<file path="src/rtl/ps2_rx_pkg.sv">
package ps2_rx_pkg;
  localparam int unsigned FRAME_BITS = 11;
  localparam int unsigned DATA_BITS  = 8;
  localparam int unsigned BCNT_W     = $clog2(FRAME_BITS + 1);

  typedef struct packed {
    logic                 stop;
    logic                 parity;
    logic [DATA_BITS-1:0] data;
    logic                 start;
  } ps2_frame_t;

  // start low, stop high, odd ones over data+parity
  function automatic logic frame_ok(ps2_frame_t f);
    return !f.start && f.stop && (^{f.parity, f.data});
  endfunction
endpackage

</file>
<file path="src/rtl/ps2_rx_sync.sv">
module ps2_rx_sync #(
  parameter int unsigned WIDTH  = 2,
  parameter int unsigned STAGES = 2
) (
  input  logic             clk_i,
  input  logic             rst_ni,
  input  logic [WIDTH-1:0] d_i,
  output logic [WIDTH-1:0] q_o
);
  for (genvar b = 0; b < WIDTH; b++) begin : g_bit
    logic [STAGES-1:0] pipe_q;
    always_ff @(posedge clk_i or negedge rst_ni) begin
      if (!rst_ni) pipe_q <= '1;  // idle lines are high
      else         pipe_q <= {pipe_q[STAGES-2:0], d_i[b]};
    end
    assign q_o[b] = pipe_q[STAGES-1];
  end
endmodule

</file>
<file path="src/rtl/ps2_rx_tick.sv">
module ps2_rx_tick #(
  parameter int unsigned DIV = 250
) (
  input  logic clk_i,
  input  logic rst_ni,
  output logic tick_o
);
  localparam int unsigned CW = (DIV > 2) ? $clog2(DIV) : 1;
  localparam logic [CW-1:0] RELOAD = CW'(DIV - 1);

  logic [CW-1:0] cnt_q;

  always_ff @(posedge clk_i or negedge rst_ni) begin
    if (!rst_ni) begin
      cnt_q  <= RELOAD;
      tick_o <= 1'b0;
    end else if (cnt_q == '0) begin
      cnt_q  <= RELOAD;
      tick_o <= 1'b1;
    end else begin
      cnt_q  <= cnt_q - 1'b1;
      tick_o <= 1'b0;
    end
  end
endmodule

</file>
<file path="src/rtl/ps2_rx_gap.sv">
module ps2_rx_gap #(
  parameter int unsigned LIMIT = 4000,
  localparam int unsigned GW   = $clog2(LIMIT)
) (
  input  logic          clk_i,
  input  logic          rst_ni,
  input  logic          tick_i,
  input  logic          bit_i,
  input  logic          active_i,
  output logic          flush_o,
  output logic [GW-1:0] gap_o
);
  localparam logic [GW-1:0] LAST = GW'(LIMIT - 1);

  logic [GW-1:0] gap_q;

  assign flush_o = tick_i && active_i && !bit_i && (gap_q == LAST);
  assign gap_o   = gap_q;

  always_ff @(posedge clk_i or negedge rst_ni) begin
    if (!rst_ni)                    gap_q <= '0;
    else if (bit_i || !active_i)    gap_q <= '0;
    else if (flush_o)               gap_q <= '0;
    else if (tick_i)                gap_q <= gap_q + 1'b1;
  end
endmodule

</file>
<file path="src/rtl/ps2_rx_frame.sv">
module ps2_rx_frame
  import ps2_rx_pkg::*;
(
  input  logic                 clk_i,
  input  logic                 rst_ni,
  input  logic                 tick_i,
  input  logic                 kclk_i,
  input  logic                 kdat_i,
  input  logic                 flush_i,
  output logic                 bit_o,
  output logic                 active_o,
  output logic [BCNT_W-1:0]    bit_cnt_o,
  output logic                 done_o,
  output logic                 err_o,
  output logic [DATA_BITS-1:0] data_o
);
  localparam logic [BCNT_W-1:0] LAST_IDX = BCNT_W'(FRAME_BITS - 1);

  logic                  kclk_prev_q;
  logic [FRAME_BITS-2:0] shreg_q;
  logic [BCNT_W-1:0]     bcnt_q;
  logic                  fall;
  logic                  last_bit;
  ps2_frame_t            full;

  assign fall      = tick_i && kclk_prev_q && !kclk_i;
  assign last_bit  = (bcnt_q == LAST_IDX);
  assign full      = ps2_frame_t'({kdat_i, shreg_q});
  assign bit_o     = fall;
  assign active_o  = (bcnt_q != '0);
  assign bit_cnt_o = bcnt_q;

  always_ff @(posedge clk_i or negedge rst_ni) begin
    if (!rst_ni) begin
      kclk_prev_q <= 1'b1;
      shreg_q     <= '0;
      bcnt_q      <= '0;
      done_o      <= 1'b0;
      err_o       <= 1'b0;
      data_o      <= '0;
    end else begin
      done_o <= 1'b0;
      err_o  <= 1'b0;
      if (tick_i) kclk_prev_q <= kclk_i;
      if (fall) begin
        if (last_bit) begin
          shreg_q <= '0;
          bcnt_q  <= '0;
          done_o  <= 1'b1;
          err_o   <= !frame_ok(full);
          if (frame_ok(full)) data_o <= full.data;
        end else begin
          shreg_q <= {kdat_i, shreg_q[FRAME_BITS-2:1]};
          bcnt_q  <= bcnt_q + 1'b1;
        end
      end else if (flush_i) begin
        shreg_q <= '0;
        bcnt_q  <= '0;
      end
    end
  end
endmodule

</file>
<file path="src/rtl/ps2_frame_rx.sv">
module ps2_frame_rx
  import ps2_rx_pkg::*;
#(
  parameter int unsigned CLK_DIV     = 250,
  parameter int unsigned GAP_TICKS   = 4000,
  parameter int unsigned SYNC_STAGES = 2
) (
  input  logic       clk_i,
  input  logic       rst_ni,
  input  logic       ps2_clk_i,
  input  logic       ps2_dat_i,
  output logic [7:0] data_o,
  output logic       done_o,
  output logic       err_o
);
  localparam int unsigned GW = $clog2(GAP_TICKS);

  logic [1:0]        sync_q;
  logic              tick;
  logic              bit_fall;
  logic              active;
  logic              flush;
  logic [BCNT_W-1:0] bit_cnt;
  logic [GW-1:0]     gap_cnt;

  ps2_rx_sync #(.WIDTH(2), .STAGES(SYNC_STAGES)) u_sync (
    .clk_i, .rst_ni,
    .d_i ({ps2_dat_i, ps2_clk_i}),
    .q_o (sync_q)
  );

  ps2_rx_tick #(.DIV(CLK_DIV)) u_tick (
    .clk_i, .rst_ni,
    .tick_o (tick)
  );

  ps2_rx_gap #(.LIMIT(GAP_TICKS)) u_gap (
    .clk_i, .rst_ni,
    .tick_i   (tick),
    .bit_i    (bit_fall),
    .active_i (active),
    .flush_o  (flush),
    .gap_o    (gap_cnt)
  );

  ps2_rx_frame u_frame (
    .clk_i, .rst_ni,
    .tick_i    (tick),
    .kclk_i    (sync_q[0]),
    .kdat_i    (sync_q[1]),
    .flush_i   (flush),
    .bit_o     (bit_fall),
    .active_o  (active),
    .bit_cnt_o (bit_cnt),
    .done_o    (done_o),
    .err_o     (err_o),
    .data_o    (data_o)
  );
endmodule

</file>
<file path="config.mk">
export PLATFORM = sky130hd
export DESIGN_NAME = ps2_frame_rx
export DESIGN_NICKNAME = d
export VERILOG_FILES = /design/src/rtl/ps2_rx_pkg.sv /design/src/rtl/ps2_rx_sync.sv /design/src/rtl/ps2_rx_tick.sv /design/src/rtl/ps2_rx_gap.sv /design/src/rtl/ps2_rx_frame.sv /design/src/rtl/ps2_frame_rx.sv
export SDC_FILE = /design/constraint.sdc
export NUM_CORES = 1
export LEC_CHECK = 0
export ABC_AREA = 1
export BUFFER_PORTS_ARGS = -buffer_cell sky130_fd_sc_hd__buf_2
export CORE_MARGIN = 1.5
export CORE_UTILIZATION = 45
export CTS_CLUSTER_SIZE = 14
export DETAILED_ROUTE_END_ITERATION = 12
export PLACE_DENSITY = 0.68
export SETUP_SLACK_MARGIN = 0.5
export SLEW_MARGIN = 20
export SYNTH_ARGS = -nofsm -noshare
export SYNTH_HDL_FRONTEND = slang
export SYNTH_SLANG_ARGS = --single-unit
</file>
<file path="constraint.sdc">
create_clock -name clk_i -period 1.6 [get_ports clk_i]
set_input_delay 0.48 -clock clk_i [delete_from_list [all_inputs] [get_ports clk_i]]
set_output_delay 0.48 -clock clk_i [all_outputs]
set_load 0.01 [all_outputs]
</file>
Word-level counts from Yosys, hierarchy flattened
Index checks and enable logic that the tools add are counted. Widths: inputs -> output; s select.

Add/sub/neg operators: 3. Multiply operators: 0. Div/mod/pow operators: 0. Magnitude comparators: 0. Equality and inequality tests: 2. Shift-type cells: 0. Muxes and demuxes: 15. Bitwise operators: 0. Reductions and logical operators: 19.

Operator list (count): $mux 12 (3); $mux 10 (3); $add 12x1->12 const B (1); $eq 12x12->1 const B (1); $mux 4 (3); $reduce_xor 9->1 (1); $logic_not 8->1 (1); $mux 8 (1); $sub 8x1->8 const B (1); $logic_and 1x1->1 (7); $logic_not 1->1 (5); $mux 1 (5); $add 4x1->4 const B (1); $eq 4x4->1 const B (1); $reduce_bool 4->1 (1); $reduce_and 3->1 (1); $reduce_bool 3->1 (1); $reduce_bool 2->1 (1); $logic_or 1x1->1 (1).

Register bits after elaboration: 50. Latch bits: 0. Bits in writable memories: 0. Bits in read-only memories: 0. Bits of input ports: 4. Output and inout bits: 10. Logic and storage cells: 50. Memories kept: 0.

Logic depth before layout (Yosys ltp)
Gate-level depths: netlist (run 1).

Depth in word-level cells: 7. Depth in mapped cells: 11. Depth with buffers taken out: 11.

Cells and area by module
A second synthesis (run 1) with hierarchy kept.

Cells, all modules: 307. Area total of the unflattened synthesis: 2572.5 um2.

By module, submodules not included: ps2_rx_frame (instances 1, cells each 138, area an instance 1236.2 um2, sequential area each 626.9 um2); ps2_rx_gap (instances 1, cells each 105, area an instance 742.0 um2, sequential area each 300.3 um2); ps2_rx_tick (instances 1, cells each 58, area an instance 474.2 um2, sequential area each 232.7 um2); ps2_rx_sync (instances 1, cells each 6, area an instance 120.1 um2, sequential area each 105.1 um2).

Least setup slack after synthesis (run 1)
Ideal clock, no wire load.

Path type: register to register. Start: reg u_gap.gap_q[0] (netlist: u_gap.gap_o[0]). End: reg u_frame.shreg_q[3]. Library setup time: 127 ps. Arrival time: 1322 ps. Data required time: 1473 ps. Setup slack: 151 ps. Cell stages (with the launch flop): 8. Buffers on the path: 1. Clock period less this slack: 1449 ps. Cell sequence: dfrtp_1 ha_1 nand3_2 nor2_4 nand4_4 o21ai_4 buf_6 o22ai_1.

Longest elaborated chain between the ends: 3.

Ends and longest elaborated chain: from (decl) (line ps2_rx_gap.sv:15) `logic [GW-1:0] gap_q;`; from (signal assigned) (line ps2_rx_gap.sv:24) `else if (tick_i) gap_q <= gap_q + 1'b1;`; $eq 12x12->1 (line ps2_rx_gap.sv:17) `assign flush_o = tick_i && active_i && !bit_i && (gap_q == LAST);`; $logic_and 1x1->1 (line ps2_rx_gap.sv:17); $reduce_bool 2->1 (no line); to (signal assigned) (line ps2_rx_frame.sv:53) `shreg_q <= {kdat_i, shreg_q[FRAME_BITS-2:1]};`; to (decl) (line ps2_rx_frame.sv:20) `logic [FRAME_BITS-2:0] shreg_q;`.

Every way passes these cells. A chain may end at the register's enable or synchronous reset.

Worst setup path in the final report (run 1)
Start: reg u_frame.shreg_q[1]. End: reg u_frame.data_o[6].

Longest elaborated chain between the ends: 3.

Ends and longest elaborated chain: $reduce_xor 9->1 (line ps2_rx_pkg.sv:15) `return !f.start && f.stop && (^{f.parity, f.data});`; $logic_and 1x1->1 (line ps2_rx_pkg.sv:15); $reduce_and 3->1 (no line); to (signal assigned) (line ps2_rx_frame.sv:51) `if (frame_ok(full)) data_o <= full.data;`; to (decl) (line ps2_rx_frame.sv:15) `output logic [DATA_BITS-1:0] data_o`.

Every way passes these cells.

==> summary.md, run 1 <==
| Metric | Value |
|---|---|
| Wire per inst | 15.01 um |
| Die area | between 5000 and 6000 um^2 |
| CP Max Fanout | 5 |
| Reg area | 1267 um^2 |
| DP HPWL | 3276 um |
| Ant diodes | 0 |
| Post-synth EDFFs | 0 |
| Share of layout cells above drive strength 1 | 0.5429 |
| Worst Path Arrival | between 1500 and 2000 ps |
| Tcrit/Tclk final | 0.9484 |
| Pre-antenna DRT Iters | 4 |
| Synthesized netlist cell count | 272 |
| CTS H-tree lvls | 2 |
| Overall Global Routing Usage | 0.2023 |
| Via/cell ratio | 5.174 |
| Die width | between 70 and 80 um |
| Synth Flop Type | dfrtp_1 |
| Root Buffer | clkbuf_8 |
| Final Core Density | 0.7041 |
| CTS buffer count | 5 |
| Ports | 14 |
| Final slew viol count | 0 |
| Hold Path Class | input port to asynchronous set/reset pin |
| Initial antenna violation count | 0 |
| Vias in the first global route | 2150 |
| RSZ-0062 raised after global routing | yes |
| CTS Buffer Depth | 2 |
| Synthesized flop and latch total | 50 |
| Gpl congestion | 0.7949 |
| Final WL | between 6000 and 7000 um |
| Clk sinks | 50 |
| Mapped Nets | 282 |
| Starting Density | 0.4762 |
| Startpoint types | flip-flop |
| CTS tree | built |
| VDD IR max | 0.0004149 V |
| Remaining global-route overflow | 0 |
| Worst setup startpoint | u_frame.shreg_q[1]$_DFFE_PN0P_ |
| ANT nets after route | 0 |
| Status | complete, no violations |
| Mapped Avg Cell Area | 9.113 um^2 |
| CP Class | flip-flop to flip-flop |
| Sequential area share after synthesis | 0.5103 |
| Endpoints failing hold | 0 |
| Fin Setup TNS | 0 ps |
| Most frequent cells in the layout | buf_4, nand2_1, dfrtp_1, inv_1, inv_2 |
| First-pass GRT wire length | roughly 9600 um |
| Ys Warns | 0 |
| Layout fillers | between 300 and 400 |
| Max-Cap Viols | 0 |
| Hold_buf cts | 0 |
| Slew @ Worst Pin | between 300 and 400 ps |
| Clock Skews | 7.044 ps |
| Later-pin clock latency in the skew report | 310 ps |
| Die Span Y | 77.22 um |
| FFs w/ async S/R, synth | 1.000 |
| Buffers on Ports | 13 |
| CORE AREA | 5205 um^2 |
| Via Count | 2230 |
| Largest net degree at the start of global routing | 51 |
| Worst reg2reg startpoint | u_frame.shreg_q[1]$_DFFE_PN0P_ |
| Data required, critical path | 1850 ps |
| Cell Rows | 26 |
| Remaining DRCs | 0 |
| PD cells | 660.3 nW/um^2 |
| Critical Path End Type | flip-flop |
| Clk slew on worst S/H paths | 90 ps |
| Cell leakage power | 1.750 nW |
| Final min period | 1517 ps |
| Final nets | 370 |
| Iteration-0 DRC Markers | 145 |
| Synth cell types | 32 |
| Final Setup Violations | 0 |
| Multi-input logic area | 1354 um^2 |
| Commonest non-fill, non-tap cell in the layout | buf_4 |
| Mapped Area | 2479 um^2 |
| Achievable Freq | between 0.6 and 0.7 GHz |
| Synth-to-layout area growth | 47.85% |
| Slew margin rel. | 0.7504 |
-- critical path: stages (launching register included) --
cell and delay (ps):
dfrtp_1 440, inv_2 70, nand2_1 70, nand2_1 80, nand2_1 100, nand3_2 130
nand2_2 120, nand2_4 60, buf_4 140, nand2_4 80, nand4_1 100, nand2_1 90
-- state kept, by name (all words and copies together), names as in the netlist --
| signal | cells |
|---|---|
| u_tick.cnt_q | 8 |
| u_frame.shreg_q | 10 |
| u_sync.g_bit.pipe_q | 4 |
| u_frame.done_o | 1 |
| u_frame.data_o | 8 |
| u_gap.gap_o | 12 |
| u_frame.bit_cnt_o | 4 |
| u_tick.tick_o | 1 |
| u_frame.kclk_prev_q | 1 |
| u_frame.err_o | 1 |
-- cells in the mapped netlist (3+ instances only) --
library cell	number	area [um^2]
nand3_2	4	40.04
o21ai_0	11	55.05
dfrtp_1	39	975.9
nand4_1	12	75.07
nand2_1	70	262.8
inv_2	4	15.01
dfstp_2	11	289.0
nand3_1	18	90.09
nand2_4	3	33.78
a21oi_1	3	15.01
nor2_4	3	33.78
nand2_2	3	18.77
o22ai_1	13	81.33
buf_6	3	33.78
nor2_2	6	37.54
xnor2_1	3	26.28
nor2_1	11	41.29
ha_1	6	75.07
inv_1	33	123.9
-- report_power, final --
group	internal (mW)	total [mW]	switching [mW]	leakage, nW
combinational	0.0107	0.0434	0.0327	1.02
sequential	1.28	1.28	0.00366	0.657
clock	0.667	1.10	0.431	0.0714
-- layer usage --
metal / GRT usage / vias up / share of wire
li1: - / 1073 / -
met1: 0.2540 / 1076 / 0.42
met2: 0.3281 / 62 / 0.51
met3: 0.03929 / 19 / 0.041
met4: 0.1073 / 0 / 0.026
met5: 0 / - / 0
-- per-stage QoR --
step                power, mW  instance area [um^2]  hold slack, ps  setup slack (ps)  instances
floorplan               1.308                  2571           184.4             155.0        272
global placement        1.345                  2760           345.5             135.2        358
detailed placement      1.347                  2760           350.1             66.81        358
CTS                     2.432                  3371           152.1             135.7        408
global route            2.493                  3665           162.2           -0.4010        431
finish                  2.420                  3665           140.5             82.63        431
-- worst paths after layout --
kind	slack (ps)	to	cells after the start
min	140	u_frame.data_o[5]$_DFFE_PN0P_	2
min in group clk_i	260	u_sync.g_bit[0].pipe_q[0]$_DFF_PN1_	1
max in group asynchronous	1170	u_sync.g_bit[1].pipe_q[1]$_DFF_PN1_	2
max reg2reg	80	u_frame.data_o[6]$_DFFE_PN0P_	11
min reg2reg	360	u_sync.g_bit[0].pipe_q[1]$_DFF_PN1_	0
max	80	u_frame.data_o[6]$_DFFE_PN0P_	11
-- kinds of logic after synthesis --
logic type,after synthesis,share of synthesized area
buf+inv,41,0.07219
xor+xnor,5,0.01767
flops,50,0.5104
simple gates,135,0.2802
fa+ha+maj,6,0.03029
compound gates,35,0.08935
-- cell type report --
| cell class | count | share of cell area |
|---|---|---|
| multi-input combinational | 182 | 0.3694 |
| clock inverter | 2 | 0.01639 |
| inverter | 38 | 0.04370 |
| timing repair buffer | 83 | 0.1782 |
| sequential | 50 | 0.3459 |
| tap | 70 | 0.02390 |
| clock buffer | 6 | 0.02253 |
-- repair_timing --
| action | in CTS | in global routing |
|---|---|---|
| setup buffers | 41 | 23 |
| endpoints found under the setup margin | 55 | 55 |
| pin swaps | 27 | 27 |
| gates cloned | 1 | 0 |
| gates resized for setup | 43 | 30 |
No activity file was read; power rests on OpenSTA's default activity.
==> run 2: changes to the inputs <==
--- a/config.mk
+++ b/config.mk
@@ -5,7 +5,6 @@
 export SDC_FILE = /design/constraint.sdc
 export NUM_CORES = 1
 export LEC_CHECK = 0
-export ABC_AREA = 1
 export BUFFER_PORTS_ARGS = -buffer_cell sky130_fd_sc_hd__buf_2
 export CORE_MARGIN = 1.5
 export CORE_UTILIZATION = 45
==> run 2 against run 1 <==
  * Register-to-register slack worse by 360 ps
  * Die area is 3.8% lower
  * The run now ends with setup timing left
  * Setup slack worse by 360 ps
  * Via count is 16% lower
  * First-iteration DRC count is 33% lower
  * Sequential power hardly changed
  * Count of clock-buffer cells in the layout stayed put
  * Non-clock buffer count is 7 lower
  * Critical path depth is 6 lower
  * Area after synthesis is 3.9% lower
  * Final cell count is 18% lower
  * Wire length is 16% lower
==> summary.md, run 2 <==
| Metric | Value |
|---|---|
| Final min period | 1878 ps |
| WL met2 | 2852 um |
| Post-Place Setup Slack | -308.6 ps |
| Slew margin rel. | 0.6902 |
| Final Setup Violations | 31 |
| Commonest non-fill, non-tap cell in the layout | buf_4 |
| CP Class | flip-flop to flip-flop |
| Fin Setup TNS | -3431 ps |
| CP Max Fanout | 4 |
| Mapped Avg Cell Area | 11.50 um^2 |
| Placed inst area | 2998 um^2 |
| Via/cell ratio | approximately 5.3 |
| Pre-antenna DRT Iters | 4 |
| Hold_buf cts | 0 |
| Synth cell types | 40 |
| ANT nets after route | 0 |
| Hold Path Class | input port to asynchronous set/reset pin |
| Internal | approximately 1.6 mW |
| Reported net switching power | between 0.4 and 0.5 mW |
| Cell leakage power | 1.609 nW |
| Final setup margin | -278.5 ps |
| Final slew viol count | 0 |
| VDD IR max | 0.0003711 V |
| Worst Path Arrival | roughly 2100 ps |
| Failing checks | setup timing |
| Die Span Y | 75.74 um |
| CORE AREA | 5107 um^2 |
| Final WL | 5429 um |
| Max-Cap Viols | 0 |
| Final Power | 2.101 mW |
| Final Core Density | 0.6837 |
| Iteration-0 DRC Markers | 97 |
| Later-pin clock latency in the skew report | 320 ps |
| First-pass GRT wire length | about 8500 um |
| Die area | roughly 5700 um^2 |
| Vias in the first global route | 1855 |
| Die width | 75.74 um |
| Post-synth EDFFs | 0 |
| CTS buffer count | 5 |
| Status | finished with violations |
| Gpl congestion | 0.8781 |
| FFs w/ async S/R, synth | 1.000 |
| Starting Density | 0.4662 |
| Post-synth top area cell | dfrtp_1 |
| DP HPWL | 3358 um |
| Mapped Nets | 217 |
| Root Buffer | clkbuf_8 |
| Via Count | 1870 |
| Ant diodes | 0 |
| Cell Rows | 26 |
| Most frequent cells in the layout | buf_4, dfrtp_1, buf_2, buf_6, a22o_1 |
| M1 WL | between 2000 and 2500 um |
| Sequential Power Share | 0.608 |
| Synth-to-layout area growth | 46.66% |
| Sequential area share after synthesis | 0.5313 |
| Post-synth top cells | dfrtp_1, nand2_1, a22o_1 |
| Overall Global Routing Usage | 0.1966 |
| Layout fillers | 370 |
| Max FFs per register | 12 |
| Final instance area | 3492 um^2 |
| RSZ-0062 raised after global routing | yes |
| Ports | 14 |
| Final nets | 292 |
| Synth Flop Type | dfrtp_1 |
| Mapped Area | 2381 um^2 |
| Synthesized netlist cell count | 207 |
| Yosys top cell area share | 0.4099 |
| Slew @ Worst Pin | 463.2 ps |
| Clk slew on worst S/H paths | 110 ps |
| CTS tree | built |
| Endpoints failing hold | 0 |
| Met3 routed WL | 155 um |
| Synthesized flop and latch total | 50 |
| CTS H-tree lvls | 2 |
| Largest net degree at the start of global routing | 51 |
| Clock Skews | 20.62 ps |
| CTS Buffer Depth | 2 |
| Achievable Freq | 0.5323 GHz |
| Main area contributors after synthesis | dfrtp_1, dfstp_2, mux2_2, a22o_1, xnor2_1 |
| Tcrit/Tclk final | 1.174 |
| Initial antenna violation count | 0 |
| Comb pwr share | 0.032 |
| Share of layout cells above drive strength 1 | 0.5760 |
| Remaining global-route overflow | 0 |
| Clock network fraction of total power | 0.359 |
| Sw Ratio | 0.2313 |
| Remaining DRCs | 0 |
| Buffers on Ports | 13 |
| Most frequent cell after synthesis | dfrtp_1 |
| Critical Path End Type | flip-flop |
| Wire per inst | 15.38 um |
| Clk sinks | 50 |
| Data required, critical path | 1800 ps |
| PD cells | between 600 and 700 nW/um^2 |
| Uppermost layer routed | met4 |
| Ys Warns | 0 |
| Startpoint types | flip-flop |
-- run 2: cell count changes after synthesis, moves of 6 or more --
cell     before  now
nor2_2        6    0
nand4_1      12    3
a22o_1        1   12
xnor2_1       3    9
nand2_1      70   16
o22ai_1      13    3
nand3_1      18    9
mux2_2        0   10
inv_1        33   11
-- run 2: area by class of cell --
cell class	instances	area, um^2	share of cell area
multi-input cells	138	1400	0.4009
clock inverters	2	13.76	0.003941
clock buffers	6	72.57	0.02078
inverters	11	41.29	0.01182
well taps	70	87.58	0.02508
flip-flops and latches	50	1265	0.3622
repair buffers	76	611.8	0.1752
-- run 2: worst max-delay path: stages, from the launching register on --
cell and delay [ps]:
dfrtp_1 430, xnor2_2 180, xnor3_2 480, mux2i_4 220
buf_6 160, mux2_4 290
-- run 2: logic make-up (layout without fill, tap and decap cells) --
kind of cell	after synthesis	after routing	share of synthesized area
AO/OA/AOI/OAI	40	40	0.1266
XOR/XNOR	11	11	0.05308
adder cells (fa/ha/maj)	6	6	0.03153
buffers and inverters	19	95	0.03205
flip-flops	50	50	0.5313
multiplexers	13	13	0.06516
AND/OR/NAND/NOR	68	68	0.1603
-- run 2: power by group through the flow --
stage / logic, mW / clock network, mW / registers [mW]
after floorplan: 0.0145 / 0 / 1.30
final: 0.0682 / 0.755 / 1.28
after detailed placement: 0.0595 / 0 / 1.30
after CTS: 0.0693 / 0.770 / 1.28
after global placement: 0.0592 / 0 / 1.30
after global routing: 0.0763 / 0.819 / 1.28
-- run 2: routing by layer --
| layer | track usage | vias to the layer above |
|---|---|---|
| li1 | - | 904 |
| met1 | 0.2542 | 935 |
| met2 | 0.3314 | 24 |
| met3 | 0.04365 | 7 |
| met4 | 0.05556 | 0 |
| met5 | 0 | - |
-- run 2: through the flow --
stage               cells  hold WS [ps]
floorplan             207         184.4
detailed placement    332         347.3
CTS                   348         146.8
global route          353         142.6
global placement      332         345.5
finish                353         129.0
-- run 2: path summary, 6_finish.rpt --
path	slack (ps)	depth (start not counted)	to	start
max in group asynchronous	1160	2	u_sync.g_bit[0].pipe_q[1]$_DFF_PN1_	rst_ni
min in group clk_i	270	1	u_sync.g_bit[1].pipe_q[0]$_DFF_PN1_	ps2_dat_i
worst max register to register	-280	5	u_frame.data_o[0]$_DFFE_PN0P_	u_frame.shreg_q[1]$_DFFE_PN0P_
worst min-delay path	130	2	u_frame.data_o[6]$_DFFE_PN0P_	rst_ni
worst max-delay path	-280	5	u_frame.data_o[0]$_DFFE_PN0P_	u_frame.shreg_q[1]$_DFFE_PN0P_
worst min register to register	360	0	u_sync.g_bit[1].pipe_q[1]$_DFF_PN1_	u_sync.g_bit[1].pipe_q[0]$_DFF_PN1_
-- run 2: repair_timing --
item	in CTS	in global routing
pin swaps	24	13
gates resized for setup	49	21
endpoints found under the setup margin	55	55
setup buffers	8	5
==> run 3: changes to the inputs <==
--- a/config.mk
+++ b/config.mk
@@ -8,6 +8,7 @@
 export BUFFER_PORTS_ARGS = -buffer_cell sky130_fd_sc_hd__buf_2
 export CORE_MARGIN = 1.5
 export CORE_UTILIZATION = 45
+export CTS_BUF_LIST = sky130_fd_sc_hd__clkbuf_8 sky130_fd_sc_hd__clkbuf_16
 export CTS_CLUSTER_SIZE = 14
 export DETAILED_ROUTE_END_ITERATION = 12
 export PLACE_DENSITY = 0.68
==> constraint.sdc (replaced) <==
create_clock -name clk_i -period 2.3 [get_ports clk_i]
set_input_delay 0.69 -clock clk_i [delete_from_list [all_inputs] [get_ports clk_i]]
set_output_delay 0.69 -clock clk_i [all_outputs]
set_load 0.01 [all_outputs]
==> run 3 against run 2 <==
  * The flow now finishes without violations
  * Final area shrank 15%
  * Combinational power down 39%
  * Die area stayed put
  * Non-clock buffer count fell by 41
  * Maximum frequency fell by 3.1%
  * Total power down 25%
  * Sequential cell count stayed put
  * Critical endpoint is now u_frame.data_o[6]$_DFFE_PN0P_
  * Highest routed layer unchanged
==> summary.md, run 3 (synthesis gave the netlist of run 2 again) <==
| Metric | Value |
|---|---|
| Min-delay src | u_sync.g_bit[0].pipe_q[0]$_DFF_PN1_ |
| Final WL | 4700 um |
| Layout fillers | 425 |
| Flop2flop setup slack | between 300 and 400 ps |
| PD cells | between 500 and 600 nW/um^2 |
| Clk slew on worst S/H paths | 90 ps |
| Vias in the first global route | approximately 1600 |
| CTS H-tree lvls | 2 |
| Hold Path Class | flip-flop to flip-flop |
| Worst Path Arrival | 2130 ps |
| Die Span Y | 75.74 um |
| CTS tree | built |
| First-pass GRT wire length | 7514 um |
| Slew @ Worst Pin | 676.8 ps |
| Worst setup startpoint | u_frame.bit_cnt_o[0]$_DFFE_PN0P_ |
| Final slew viol count | 0 |
| Iteration-0 DRC Markers | approximately 130 |
| Clock Skews | approximately 4.4 ps |
| Via Count | 1713 |
| Remaining DRCs | 0 |
| VDD IR max | 0.0004609 V |
| Max FFs per register | 12 |
| CTS buffer count | 5 |
| Cell leakage power | 1.357 nW |
| Clk sinks | 50 |
| Slew margin rel. | 0.5488 |
| Final Setup Violations | 0 |
| FF-to-FF path depth | 8 |
| Final Power | between 1.5 and 2 mW |
| Synth-to-layout area growth | 24.38% |
| CORE AREA | 5107 um^2 |
| Ant diodes | 0 |
| Slowest library cell on the worst path | dfrtp_1 |
| Via/cell ratio | 5.473 |
| CTS Buffer Depth | 2 |
| CP Max Fanout | 4 |
| Pre-antenna DRT Iters | 4 |
| Die area | between 5000 and 6000 um^2 |
| Hold path cells | 0 |
| Worst-path cell chain | inv_2 > ha_4 > nand4b_1 > buf_6 > nor4b_4 > mux2i_4 > buf_6 > mux2_4 |
| Share of layout cells above drive strength 1 | 0.3827 |
| Ports | 14 |
| FF-to-FF End | u_frame.data_o[6]$_DFFE_PN0P_ |
| Final min period | 1939 ps |
| Buffers & Inverters on Critical Path | 3 |
| Data required, critical path | 2490 ps |
| Buffers on Ports | 13 |
| Hold EP | u_sync.g_bit[0].pipe_q[1]$_DFF_PN1_ |
| Wire per inst | about 15 um |
| Hold_buf cts | 0 |
| Achievable Freq | 0.5157 GHz |
| Crit path max-delay family | simple AND/OR/NAND/NOR gates |
| Largest net degree at the start of global routing | 30 |
| Cell Rows | 26 |
| Most frequent cells in the layout | dfrtp_1, buf_4, nand2_1, buf_2, a22o_1 |
| Status | complete, no violations |
| Root Buffer | clkbuf_8 |
| Critical Path End Type | flip-flop |
| ANT nets after route | 0 |
| Endpoints failing hold | 0 |
| CP Class | flip-flop to flip-flop |
| Initial antenna violation count | 0 |
| Overall Global Routing Usage | 0.1763 |
| Gpl congestion | 0.7775 |
| Worst reg2reg startpoint | u_frame.bit_cnt_o[0]$_DFFE_PN0P_ |
| Max-Cap Viols | 0 |
| Die width | 75.74 um |
| Later-pin clock latency in the skew report | 300 ps |
| Most used cell, CP | buf_6 |
| Final nets | ~250 |
| Starting Density | 0.4662 |
| Max incr delay on CP | 410 ps |
| Fin Setup TNS | 0 ps |
| Commonest non-fill, non-tap cell in the layout | dfrtp_1 |
| Remaining global-route overflow | 0 |
| Startpoint types | flip-flop |
| DP HPWL | 2852 um |
| RSZ-0062 raised after global routing | yes |
| Tcrit/Tclk final | 0.8431 |
[run 3: cell types whose count changed in the layout (fill, tap and decap cells not counted), sizes merged]
cell / previous run / this run
buf: 76 / 35
bufinv: 0 / 1
clkinv: 1 / 0
nor2: 11 / 12
[run 3: how the worst max path moves through the flow]
| stage | to | cells past startpoint | slack (ps) |
|---|---|---|---|
| finish | u_frame.data_o[6]$_DFFE_PN0P_ | 8 | 360 |
| global route | u_frame.data_o[6]$_DFFE_PN0P_ | 8 | 320 |
| CTS | u_frame.data_o[6]$_DFFE_PN0P_ | 5 | 460 |
| detailed placement | u_gap.gap_o[0]$_DFFE_PN0P_ | 6 | 290 |
| global placement | u_gap.gap_o[9]$_DFFE_PN0P_ | 6 | 340 |
| floorplan | u_frame.data_o[0]$_DFFE_PN0P_ | 4 | 520 |
[run 3: cell type report]
class                           instances  area, um^2  share of cell area
Sequential cell                        50        1270              0.4288
Multi-Input combinational cell        139        1187              0.4009
Tap cell                               70       87.58             0.02957
Clock inverter                          2       38.79             0.01310
Clock buffer                            6       82.58             0.02788
Inverter                               11       41.29             0.01394
Timing Repair Buffer                   35       254.0             0.08576
[run 3: power by group]
group / total (mW) / internal, mW / switching (mW) / leakage [nW]
sequential: 0.890 / 0.887 / 0.00266 / 0.653
clock: 0.647 / 0.358 / 0.289 / 0.0618
combinational: 0.0416 / 0.0144 / 0.0271 / 0.642
[run 3: metrics by stage]
step / worst slack (ps) / util / area (um^2) / hold WS (ps) / cells
after floorplan: 515.7 / - / 2390 / 345.2 / 207
after global placement: 337.5 / 0.4993 / 2550 / 345.7 / 286
after detailed placement: 285.8 / 0.4993 / 2550 / 346.8 / 286
after CTS: 462.6 / 0.5603 / 2861 / 360.4 / 308
after global routing: 320.8 / 0.5799 / 2962 / 369.3 / 313
final: 360.8 / 0.5799 / 2962 / 359.7 / 313
[run 3: what timing repair did]
action / 4_1_cts / 5_1_grt
setup endpoints to repair: 33 / 33
gates resized for setup: 21 / 16
buffers inserted: 14 / 4
cloned: 0 / 1
pin swaps: 6 / 7
[run 3: routing by layer]
| metal | vias to the layer above | track usage | share of wire |
|---|---|---|---|
| met3 | 6 | 0.04497 | 0.028 |
| li1 | 821 | - | - |
| met1 | 857 | 0.2447 | 0.49 |
| met4 | 0 | 0.05952 | 0.012 |
| met2 | 29 | 0.2696 | 0.47 |
| met5 | - | 0 | 0 |
